`config.mk`:
```
export PLATFORM = sky130hd
export DESIGN_NAME = irq_flag_ctrl
export DESIGN_NICKNAME = d
export VERILOG_FILES = /design/src/rtl/irq_flag_pkg.sv /design/src/rtl/irq_flag_bank.sv /design/src/rtl/irq_pulse_gen.sv /design/src/rtl/irq_pin_mux.sv /design/src/rtl/irq_flag_ctrl.sv
export SDC_FILE = /design/constraint.sdc
export NUM_CORES = 1
export LEC_CHECK = 0
export ABC_AREA = 1
export BUFFER_PORTS_ARGS = -buffer_cell sky130_fd_sc_hd__buf_2
export CORE_ASPECT_RATIO = 1.1
export CORE_MARGIN = 1
export CORE_UTILIZATION = 51
export CTS_CLUSTER_SIZE = 10
export DETAILED_ROUTE_END_ITERATION = 8
export GPL_TIMING_DRIVEN = 0
export MAX_ROUTING_LAYER = met4
export PLACE_DENSITY_LB_ADDON = 0.15
export SYNTH_ARGS = -nofsm -noshare
export SYNTH_HDL_FRONTEND = slang
export SYNTH_SLANG_ARGS = --single-unit
```
`constraint.sdc`:
```
create_clock -name clk -period 1.8 [get_ports clk]
set_input_delay 0.27 -clock clk [delete_from_list [all_inputs] [get_ports clk]]
set_output_delay 0.27 -clock clk [all_outputs]
set_load 0.01 [all_outputs]
```
`src/rtl/irq_flag_pkg.sv`:
```
package irq_flag_pkg;

  localparam logic [3:0] ADDR_FLAG0 = 4'd0;
  localparam logic [3:0] ADDR_FLAG1 = 4'd1;
  localparam logic [3:0] ADDR_FLAG2 = 4'd2;
  localparam logic [3:0] ADDR_LIVE  = 4'd3;
  localparam logic [3:0] ADDR_CFG0  = 4'd4;
  localparam logic [3:0] ADDR_CFG1  = 4'd5;
  localparam logic [3:0] ADDR_PIN0  = 4'd8;

  localparam int FLAGS_PER_ADDR = 4;
  localparam int NUM_FLAG_ADDR  = 3;

  typedef enum logic [1:0] {
    PIN_SRC_LOW  = 2'd0,
    PIN_SRC_IRQ0 = 2'd1,
    PIN_SRC_IRQ1 = 2'd2,
    PIN_SRC_OFF  = 2'd3
  } pin_src_e;

  typedef enum logic {
    MODE_ONE_SHOT = 1'b0,
    MODE_TRAIN    = 1'b1
  } irq_mode_e;

  // Bits of the flag vector that a read of addr clears (up to 16 events).
  function automatic logic [15:0] flag_clear_mask(input logic [3:0] addr,
                                                  input logic       rd,
                                                  input int         num_evt);
    logic [15:0] m;
    m = '0;
    for (int i = 0; i < 16; i++) begin
      if (rd && i < num_evt && int'(addr) < NUM_FLAG_ADDR &&
          (i / FLAGS_PER_ADDR) == int'(addr))
        m[i] = 1'b1;
    end
    return m;
  endfunction

  // Train output level for the current phase count.
  function automatic logic train_level(input int cnt, input int hi_len);
    return cnt < hi_len;
  endfunction

  // Next phase count, wrapping at the full period.
  function automatic int train_next(input int cnt, input int period);
    return (cnt >= period - 1) ? 0 : cnt + 1;
  endfunction

endpackage

```
`src/rtl/irq_flag_bank.sv`:
```
module irq_flag_bank #(
  parameter int NUM_EVT = 9
) (
  input  logic               clk,
  input  logic               rst_n,
  input  logic [NUM_EVT-1:0] evt_strobe,
  input  logic [NUM_EVT-1:0] clr_mask,
  output logic [NUM_EVT-1:0] flag_q
);

  // New events win over a clearing read in the same cycle.
  always_ff @(posedge clk or negedge rst_n) begin
    if (!rst_n) flag_q <= '0;
    else        flag_q <= (flag_q & ~clr_mask) | evt_strobe;
  end

endmodule

```
`src/rtl/irq_pulse_gen.sv`:
```
module irq_pulse_gen
  import irq_flag_pkg::*;
#(
  parameter int NUM_EVT   = 9,
  parameter int PULSE_LEN = 4,
  parameter int TRAIN_HI  = 16,
  parameter int TRAIN_LO  = 16
) (
  input  logic               clk,
  input  logic               rst_n,
  input  logic               mode,
  input  logic [NUM_EVT-1:0] mask,
  input  logic [NUM_EVT-1:0] evt_strobe,
  input  logic [NUM_EVT-1:0] flag_q,
  output logic               trig,
  output logic               active,
  output logic               irq
);

  localparam int PERIOD = TRAIN_HI + TRAIN_LO;
  localparam int PCW    = $clog2(PULSE_LEN + 1);
  localparam int TCW    = $clog2(PERIOD + 1);

  logic [PCW-1:0] pulse_cnt;
  logic [TCW-1:0] phase_cnt;

  assign trig   = |(evt_strobe & mask);
  assign active = |(flag_q & mask);

  always_ff @(posedge clk or negedge rst_n) begin
    if (!rst_n)                    pulse_cnt <= '0;
    else if (mode != MODE_ONE_SHOT) pulse_cnt <= '0;
    else if (trig)                 pulse_cnt <= PCW'(PULSE_LEN);
    else if (pulse_cnt != '0)      pulse_cnt <= pulse_cnt - 1'b1;
  end

  always_ff @(posedge clk or negedge rst_n) begin
    if (!rst_n)                           phase_cnt <= '0;
    else if (mode == MODE_TRAIN && active) phase_cnt <= TCW'(train_next(int'(phase_cnt), PERIOD));
    else                                  phase_cnt <= '0;
  end

  always_comb begin
    if (mode == MODE_ONE_SHOT) irq = (pulse_cnt != '0);
    else                       irq = active && train_level(int'(phase_cnt), TRAIN_HI);
  end

endmodule

```
`src/rtl/irq_pin_mux.sv`:
```
module irq_pin_mux
  import irq_flag_pkg::*;
#(
  parameter int NUM_PINS = 4
) (
  input  logic [2*NUM_PINS-1:0] pin_sel_flat,
  input  logic [1:0]            irq,
  output logic [NUM_PINS-1:0]   pin_out
);

  for (genvar p = 0; p < NUM_PINS; p++) begin : g_pin
    pin_src_e src;
    assign src = pin_src_e'(pin_sel_flat[2*p +: 2]);
    always_comb begin
      unique case (src)
        PIN_SRC_IRQ0: pin_out[p] = irq[0];
        PIN_SRC_IRQ1: pin_out[p] = irq[1];
        default:      pin_out[p] = 1'b0;
      endcase
    end
  end

endmodule

```
`src/rtl/irq_flag_ctrl.sv`:
```
module irq_flag_ctrl
  import irq_flag_pkg::*;
#(
  parameter int NUM_EVT   = 9,
  parameter int NUM_PINS  = 4,
  parameter int DW        = 16,
  parameter int AW        = 4,
  parameter int PULSE_LEN = 4,
  parameter int TRAIN_HI  = 16,
  parameter int TRAIN_LO  = 16
) (
  input  logic               clk,
  input  logic               rst_n,
  input  logic [NUM_EVT-1:0] evt_strobe,
  input  logic [NUM_EVT-1:0] evt_level,
  input  logic               reg_wr,
  input  logic               reg_rd,
  input  logic [AW-1:0]      reg_addr,
  input  logic [DW-1:0]      reg_wdata,
  output logic [DW-1:0]      reg_rdata,
  output logic [1:0]         irq_out,
  output logic [NUM_PINS-1:0] pin_out
);

  localparam int NUM_IRQ = 2;
  localparam int CFG_W   = NUM_EVT + 1;

  logic [NUM_EVT-1:0]     flag_q;
  logic [NUM_EVT-1:0]     clr_mask;
  logic [15:0]            clr_full;
  logic [1:0]             irq_mode;
  logic [NUM_EVT-1:0]     irq_mask [NUM_IRQ];
  logic [2*NUM_EVT-1:0]   irq_mask_flat;
  logic [1:0]             irq_trig;
  logic [1:0]             irq_active;
  logic [2*NUM_PINS-1:0]  pin_sel_flat;
  logic [AW-1:0]          addr_q;

  assign addr_q   = reg_addr;
  assign clr_full = flag_clear_mask(4'(addr_q), reg_rd, NUM_EVT);
  assign clr_mask = clr_full[NUM_EVT-1:0];

  irq_flag_bank #(.NUM_EVT(NUM_EVT)) u_bank (
    .clk        (clk),
    .rst_n      (rst_n),
    .evt_strobe (evt_strobe),
    .clr_mask   (clr_mask),
    .flag_q     (flag_q)
  );

  for (genvar k = 0; k < NUM_IRQ; k++) begin : g_irq
    logic [CFG_W-1:0] cfg_q;
    logic             cfg_hit;
    assign cfg_hit = reg_wr && (4'(addr_q) == ADDR_CFG0 + 4'(k));

    always_ff @(posedge clk or negedge rst_n) begin
      if (!rst_n)       cfg_q <= '0;
      else if (cfg_hit) cfg_q <= reg_wdata[CFG_W-1:0];
    end

    assign irq_mode[k]                      = cfg_q[0];
    assign irq_mask[k]                      = cfg_q[CFG_W-1:1];
    assign irq_mask_flat[k*NUM_EVT +: NUM_EVT] = cfg_q[CFG_W-1:1];

    irq_pulse_gen #(
      .NUM_EVT   (NUM_EVT),
      .PULSE_LEN (PULSE_LEN),
      .TRAIN_HI  (TRAIN_HI),
      .TRAIN_LO  (TRAIN_LO)
    ) u_gen (
      .clk        (clk),
      .rst_n      (rst_n),
      .mode       (cfg_q[0]),
      .mask       (cfg_q[CFG_W-1:1]),
      .evt_strobe (evt_strobe),
      .flag_q     (flag_q),
      .trig       (irq_trig[k]),
      .active     (irq_active[k]),
      .irq        (irq_out[k])
    );
  end

  for (genvar p = 0; p < NUM_PINS; p++) begin : g_sel
    logic sel_hit;
    assign sel_hit = reg_wr && (4'(addr_q) == ADDR_PIN0 + 4'(p));
    always_ff @(posedge clk or negedge rst_n) begin
      if (!rst_n)       pin_sel_flat[2*p +: 2] <= '0;
      else if (sel_hit) pin_sel_flat[2*p +: 2] <= reg_wdata[1:0];
    end
  end

  irq_pin_mux #(.NUM_PINS(NUM_PINS)) u_mux (
    .pin_sel_flat (pin_sel_flat),
    .irq          (irq_out),
    .pin_out      (pin_out)
  );

  // Read mux: flags pre-clear, live levels, configuration, pin selectors.
  always_comb begin
    reg_rdata = '0;
    if (int'(addr_q) < NUM_FLAG_ADDR) begin
      for (int i = 0; i < FLAGS_PER_ADDR; i++) begin
        if (int'(addr_q) * FLAGS_PER_ADDR + i < NUM_EVT)
          reg_rdata[i] = flag_q[int'(addr_q) * FLAGS_PER_ADDR + i];
      end
    end else if (4'(addr_q) == ADDR_LIVE) begin
      reg_rdata[NUM_EVT-1:0] = evt_level;
    end else if (4'(addr_q) == ADDR_CFG0) begin
      reg_rdata[CFG_W-1:0] = {irq_mask[0], irq_mode[0]};
    end else if (4'(addr_q) == ADDR_CFG1) begin
      reg_rdata[CFG_W-1:0] = {irq_mask[1], irq_mode[1]};
    end else if (4'(addr_q) >= ADDR_PIN0 && int'(addr_q) < int'(ADDR_PIN0) + NUM_PINS) begin
      reg_rdata[1:0] = pin_sel_flat[2*(int'(addr_q) - int'(ADDR_PIN0)) +: 2];
    end
  end

endmodule

```
==> summary.txt, run 1 <==
status - finished with violations
failing checks - negative setup slack
met2 Usage GRT - 41.1%
port bufs - 51
CORE AREA - 5840 µm²
layout cells sized above 1 - 28.6%
I/O Pins - 64
clock-pin slew on the worst setup and hold paths - 0.09 ns
Die ar. - 6460 µm²
cell area after synthesis - 3130 µm²
largest net degree at the start of global routing - 56
Startpoint Class - register
total track usage - 26.5%
CTS tree - yes
GR Util met1 - 35.6%
gr busiest metal - met2
initial antenna violation count - 0
drt via density - 5.31
# setup viols final - 2
Final Total Pwr - 3.55 mW
row cnt - 29
number of DRC markers in iteration 0 - 174
Netlist cell types - 37
largest family of logic cells by synthesized area - simple AND/OR/NAND/NOR gates
CTS Buf Count - 5
flops & latches, synth - 55
CTS H-tree depth - 2
Final Util - 67.3%
later-pin clock latency in the skew report - 0.30 ns
Post-Place Setup Slack - 0.0604 ns
Max Clk Rate - 0.543 GHz
Layout Nets - 536
average cell area after synthesis - 8.00 µm²
top cells by area, synth - dfrtp_1 44%, nand2_1 12%, inv_1 7.1%
Syn-to-layout area delta - 25.5%
# Max-Cap Violations - 0
GPL Wtd Cong - 0.945
Setup crit end kind - primary output
HP Class - primary input to register
post-synthesis xor/xnor area fraction - 1.12%
post-synth top area cell - dfrtp_1
Ant. Diodes - 0
post-synth top area share - 43.9%
Relative slew margins - 64.8%
chip height - 84.2 µm
crit-path max FO - 5
vias in the first global route - 2,699
max-slew violations - 0
wire per inst - 14.3 µm
Synth Area in Compound Gates - 14.7%
Clock Skews - 0.00899 ns
WS Path Type - register to primary output
Antenna Nets Post-Route - 0
final period utilization - 102%
drt drc - 0
post-detail-place hpwl - 5550 µm
Synth Area in Adders - 5.59%
setup TNS - -0.0514 ns
Mapped Cells - 392
met3 usage - 4.02%
grt total ovfl - 0
worst-margin pin slew - 0.522 ns
Die X - 76.7 µm
CP arrival - 1.57 ns
mux cell area share after synthesis - 2.99%
pwr dens - 903 nW/µm²
Yosys Warn Count - 0
Initial Util - 53.7%
clock sink count - 55
sequential area share after synthesis - 43.9%
Leak - 2.04 nW
DR pass1 iterations - 4
Hold Violations, Final - 0
Worst VDD drop - 0.570 mV
CTS Root Cell - clkbuf_8
worst setup margin - -0.0416 ns
drt total wl - 7970 µm
unrepaired setup endpoints after global routing - true
Vias - 2,951
clock tree buffer depth - 2
first-pass GRT wire length - 13,000 µm
Final min period - 1.84 ns
Critical Path RT - 1.53 ns
simple-gate area share of the yosys netlist - 21.5%
-- per-layer routing --
layer	share of wire [%]	routed length [µm]	vias to the layer above
met5	0	0	-
met4	2.4	189	0
met3	6.2	495	15
met2	48	3820	94
met1	43	3460	1414
li1	-	-	1428
-- worst paths after layout --
check	cells after the start	endpoint	slack [ns]	startpoint
min	3	g_irq[1].cfg_q[3]$_DFFE_PN0P_	0.19	reg_wdata[3]
min in group asynchronous	2	pin_sel_flat[5]$_DFFE_PN0P_	0.46	rst_n
min reg2reg	1	g_irq[1].u_gen.phase_cnt[0]$_DFF_PN0_	0.47	g_irq[1].u_gen.phase_cnt[0]$_DFF_PN0_
max reg2reg	6	g_irq[0].u_gen.pulse_cnt[2]$_DFFE_PN0P_	0.20	g_irq[0].cfg_q[6]$_DFFE_PN0P_
max	10	pin_out[1]	-0.04	g_irq[0].u_gen.pulse_cnt[1]$_DFFE_PN0P_
max in group asynchronous	3	g_irq[1].u_gen.pulse_cnt[0]$_DFFE_PN0P_	0.76	rst_n
-- Yosys cell counts (all sizes together) --
cell,n
a211oi,3
a21oi,13
a221oi,1
a22o,1
a22oi,3
buf,11
clkinv,1
conb,1
dfrtp,55
ha,14
inv,61
mux2,7
nand2,105
nand3,18
nand3b,1
nand4,4
nor2,25
nor3,5
nor3b,1
o2111ai,1
o211ai,7
o21ai,39
o21bai,6
o22ai,5
xnor2,2
xor2,2
-- sequential cells by signal, summed over array words and instances (netlist names) --
register / count
u_bank.flag_q: 9
g_irq.u_gen.phase_cnt: 12
g_irq.cfg_q: 20
pin_sel_flat: 8
g_irq.u_gen.pulse_cnt: 6
-- timing repair --
| item | in CTS | in global routing |
|---|---|---|
| resized for setup | 21 | 22 |
| hold buffers | 0 | 1 |
| setup buffers | 19 | 4 |
| endpoints found under the hold margin | 0 | 21 |
| cloned | 0 | 0 |
| endpoints found under the setup margin | 6 | 9 |
| pin swaps | 8 | 11 |
-- logic make-up (layout without fill, tap and decap cells) --
group,Yosys count,count (layout)
compound gates,79,79
simple gates,159,159
xor+xnor,4,4
other cells,1,6
mux,7,7
fa+ha+maj,14,14
buf+inv,73,155
flops,55,55
-- layout make-up --
| type | count | area [µm²] |
|---|---|---|
| tap | 77 | 96.3 |
| buffer | 11 | 81.3 |
| inverter | 62 | 239 |
| multi-input combinational | 269 | 1600 |
| timing repair buffer | 76 | 470 |
| fill | 502 | 1910 |
| clock buffer | 6 | 72.6 |
| sequential | 55 | 1380 |
-- power by group --
| part | internal (mW) | switching [mW] | total, mW |
|---|---|---|---|
| clock | 0.261 | 0.373 | 0.633 |
| sequential | 1.44 | 0.169 | 1.61 |
| combinational | 0.591 | 0.718 | 1.31 |
-- layout by cell type (no fill, tap or decap), drive strengths merged, types with 6 or more instances in the layout --
master,n
nand2,105
buf,86
inv,61
dfrtp,55
o21ai,39
nor2,25
nand3,18
ha,14
a21oi,13
o211ai,7
mux2,7
o21bai,6
conb,6
clkbuf,6
-- per-stage QoR --
step                std cells  instance area [µm²]  hold slack [ns]
floorplan                 397                 3150          -0.0256
global placement          525                 3500            0.460
detailed placement        525                 3500            0.464
CTS                       550                 3790            0.188
global route              556                 3930            0.183
finish                    556                 3930            0.189
-- worst max-delay path, stage by stage (launching register included) --
cell     delay (ns)
dfrtp_1        0.36
inv_2          0.06
ha_4           0.16
nand2_4        0.06
inv_2          0.04
nor2_4         0.09
inv_2          0.05
nand2_4        0.10
nand2_1        0.08
a21oi_2        0.13
buf_2          0.14
No activity file was read; power rests on OpenSTA's default activity.
==> run 2: changes to the inputs <==
--- a/config.mk
+++ b/config.mk
@@ -5,7 +5,6 @@
 export SDC_FILE = /design/constraint.sdc
 export NUM_CORES = 1
 export LEC_CHECK = 0
-export ABC_AREA = 1
 export BUFFER_PORTS_ARGS = -buffer_cell sky130_fd_sc_hd__buf_2
 export CORE_ASPECT_RATIO = 1.1
 export CORE_MARGIN = 1
==> summary.txt, run 2 <==
status - finished with violations
failing checks - negative setup slack
CTS tree - yes
Max Clk Rate - 0.458 GHz (-16%)
Layout Nets - 430 (-20%)
cell area after synthesis - 3170 µm² (+1.0%)
synth cell count leaders - 55 x dfrtp_1, 34 x mux2_2, 29 x nor2_1
Startpoint Class - register
post-detail-place hpwl - 5680 µm (+2.4%)
GPL Wtd Cong - 0.893 (-5.5%)
Yosys Warn Count - 0 (unchanged)
CP arrival - 1.92 ns (+0.35 ns)
worst setup margin - -0.386 ns (-0.344 ns)
HP Class - primary input to async pin
Final Total Pwr - 3.76 mW (+5.8%)
later-pin clock latency in the skew report - 0.30 ns (about the same)
Netlist cell types - 41 (+11%)
sequential area share after synthesis - 43.5% (-0.43 points)
max-slew violations - 0 (unchanged)
total track usage - 26.2% (-0.25 points)
Fillers - 511 (+1.8%)
row cnt - 29 (unchanged)
Die ar. - 6530 µm² (+0.97%)
EDFF count, synth - 0 (unchanged)
Final min period - 2.19 ns (+0.344 ns)
Relative slew margins - 53.2% (-12 points)
unrepaired setup endpoints after global routing - true
Post-Place Setup Slack - -0.564 ns (-0.625 ns)
drt total wl - 7670 µm (-3.7%)
asr flop ratio synth - 100% (unchanged)
# Max-Cap Violations - 0 (unchanged)
Critical Path RT - 1.53 ns (about the same)
Post-Place Cells - 430 (-18%)
post-synth top area share - 43.5% (-0.43 points)
average cell area after synthesis - 10.6 µm² (+32%)
clock-pin slew on the worst setup and hold paths - 0.09 ns (about the same)
Main synth FF type - dfrtp_1
CTS Root Cell - clkbuf_8
Die X - 77.1 µm (+0.48%)
Mapped Cells - 299 (-24%)
WS Path Type - register to primary output
Ant. Diodes - 0 (unchanged)
grt total ovfl - 0 (unchanged)
most common cell in the synthesized netlist - dfrtp_1
Leak - 1.73 nW (-15%)
wire per inst - 17.0 µm (+18%)
FF-to-FF path depth - 3 (-3)
post-synth top area cell - dfrtp_1
chip height - 84.6 µm (+0.49%)
CTS H-tree depth - 2 (unchanged)
CTS Buf Count - 5 (unchanged)
Hold Violations, Final - 0 (unchanged)
CORE AREA - 5880 µm² (+0.62%)
Final Util - 64.9% (-2.5 points)
commonest non-fill, non-tap cells in the layout - 55 x dfrtp_1, 50 x buf_2, 33 x mux2_2
Initial Util - 53.9% (+0.20 points)
Antenna Nets Post-Route - 0 (unchanged)
final period utilization - 121% (+19 points)
first-pass GRT wire length - 12,700 µm (-2.3%)
I/O Pins - 64 (unchanged)
commonest non-fill, non-tap cell in the layout - dfrtp_1
clock tree buffer depth - 2 (unchanged)
Most flops, register - g_irq.cfg_q
Clock Skews - 0.00934 ns (+0.000356 ns)
Worst Hold Slack - 0.00383 ns (-0.185 ns)
Syn-to-layout area delta - 20.5%
# setup viols final - 8 (+6)
layout cells sized above 1 - 36.5% (+7.9 points)
drt via density - 5.67 (+6.9%)
Largest regs - g_irq.cfg_q: 20 flops, g_irq.u_gen.phase_cnt: 12 flops, u_bank.flag_q: 9 flops
non-filler cells, final - 452 (-19%)
crit-path max FO - 5 (unchanged)
max reg flops - 20 (unchanged)
pwr dens - 985 nW/µm² (+9.1%)
clock sink count - 55 (unchanged)
Setup crit end kind - primary output
DR pass1 iterations - 4 (unchanged)
number of DRC markers in iteration 0 - 181 (+4.0%)
worst-margin pin slew - 0.703 ns (+0.181 ns)
quantity of hold-fixing buffers added after cts - 0 (unchanged)
flops & latches, synth - 55 (unchanged)
Worst VDD drop - 0.643 mV (+13%)
vias in the first global route - 2,532 (-6.2%)
drt drc - 0 (unchanged)
port bufs - 49 (-3.9%)
top cells by area, synth - dfrtp_1 43%, mux2_2 12%, ha_1 5.5%
largest net degree at the start of global routing - 56 (unchanged)
Vias - 2,564 (-13%)
initial antenna violation count - 0 (unchanged)
## run 2: kinds of logic after synthesis
logic type | synth area share [%]
AO/OA/AOI/OAI | 13.4
XOR/XNOR | 2.21
adder cells (fa/ha/maj) | 5.53
buffers and inverters | 6.44
flip-flops | 43.5
multiplexers | 15.4
other | 0.118
AND/OR/NAND/NOR | 13.4
## run 2: cell type report
class                   instances  area, µm²  share of cell area [%]
plain buffers                  16        106                    2.79
clock buffers                   7       76.3                    2.00
clock inverters                 1       5.00                   0.131
inverters                      24       90.1                    2.36
multi-input cells             208       1690                    44.3
flip-flops and latches         55       1380                    36.1
well taps                      77       96.3                    2.53
repair buffers                 64        374                    9.81
## run 2: worst max-delay path: stages, from the launching register on
cell and delay [ns]:
dfrtp_1 0.43, a222oi_1 0.35, nand4_1 0.15, buf_6 0.16
a31oi_4 0.23, o32ai_1 0.13, buf_2 0.15
## run 2: where the power goes
part	leakage (nW)	internal (mW)	switching, mW	total, mW
clock network	0.0422	0.274	0.378	0.652
registers	0.665	1.47	0.245	1.71
logic	1.02	0.713	0.678	1.39
total	1.73	2.46	1.30	3.76
## run 2: stage by stage
stage	TNS (ns)	area (µm²)
2_1_floorplan	0	3180
3_3_place_gp	-2.90	3530
3_5_place_dp	-3.14	3530
4_1_cts	-2.37	3740
5_1_grt	-3.13	3810
6_report	-2.34	3810
## run 2: final timing paths
| path | to | start | slack, ns |
|---|---|---|---|
| min in group clk | u_bank.flag_q[4]$_DFF_PN0_ | evt_strobe[4] | 0.18 |
| max in group asynchronous | g_irq[0].u_gen.phase_cnt[0]$_DFF_PN0_ | rst_n | 1.32 |
| hold / removal | g_irq[0].u_gen.pulse_cnt[0]$_DFFE_PN0P_ | rst_n | 0.004 |
| setup / recovery | pin_out[0] | g_irq[1].cfg_q[2]$_DFFE_PN0P_ | -0.39 |
| setup reg to reg | g_irq[0].u_gen.pulse_cnt[1]$_DFFE_PN0P_ | g_irq[0].cfg_q[4]$_DFFE_PN0P_ | 0.17 |
| hold reg to reg | g_irq[1].u_gen.phase_cnt[0]$_DFF_PN0_ | g_irq[1].u_gen.phase_cnt[0]$_DFF_PN0_ | 0.49 |
## run 2: metal layers
| metal | up-vias | part of all wire (%) | GRT usage (%) | routed length [µm] |
|---|---|---|---|---|
| met5 | - | 0 | - | 0 |
| met4 | 0 | 1.0 | 7.20 | 79 |
| met3 | 7 | 5.2 | 4.46 | 398 |
| met2 | 92 | 49 | 42.0 | 3740 |
| met1 | 1250 | 45 | 34.5 | 3460 |
| li1 | 1215 | - | - | - |
## run 2: what timing repair did
action	4_1_cts	5_1_grt
resized for setup	17	10
pin swaps	7	4
setup buffers	11	4
endpoints found under the setup margin	13	13
cloned	0	0
hold endpoints to repair	0	0
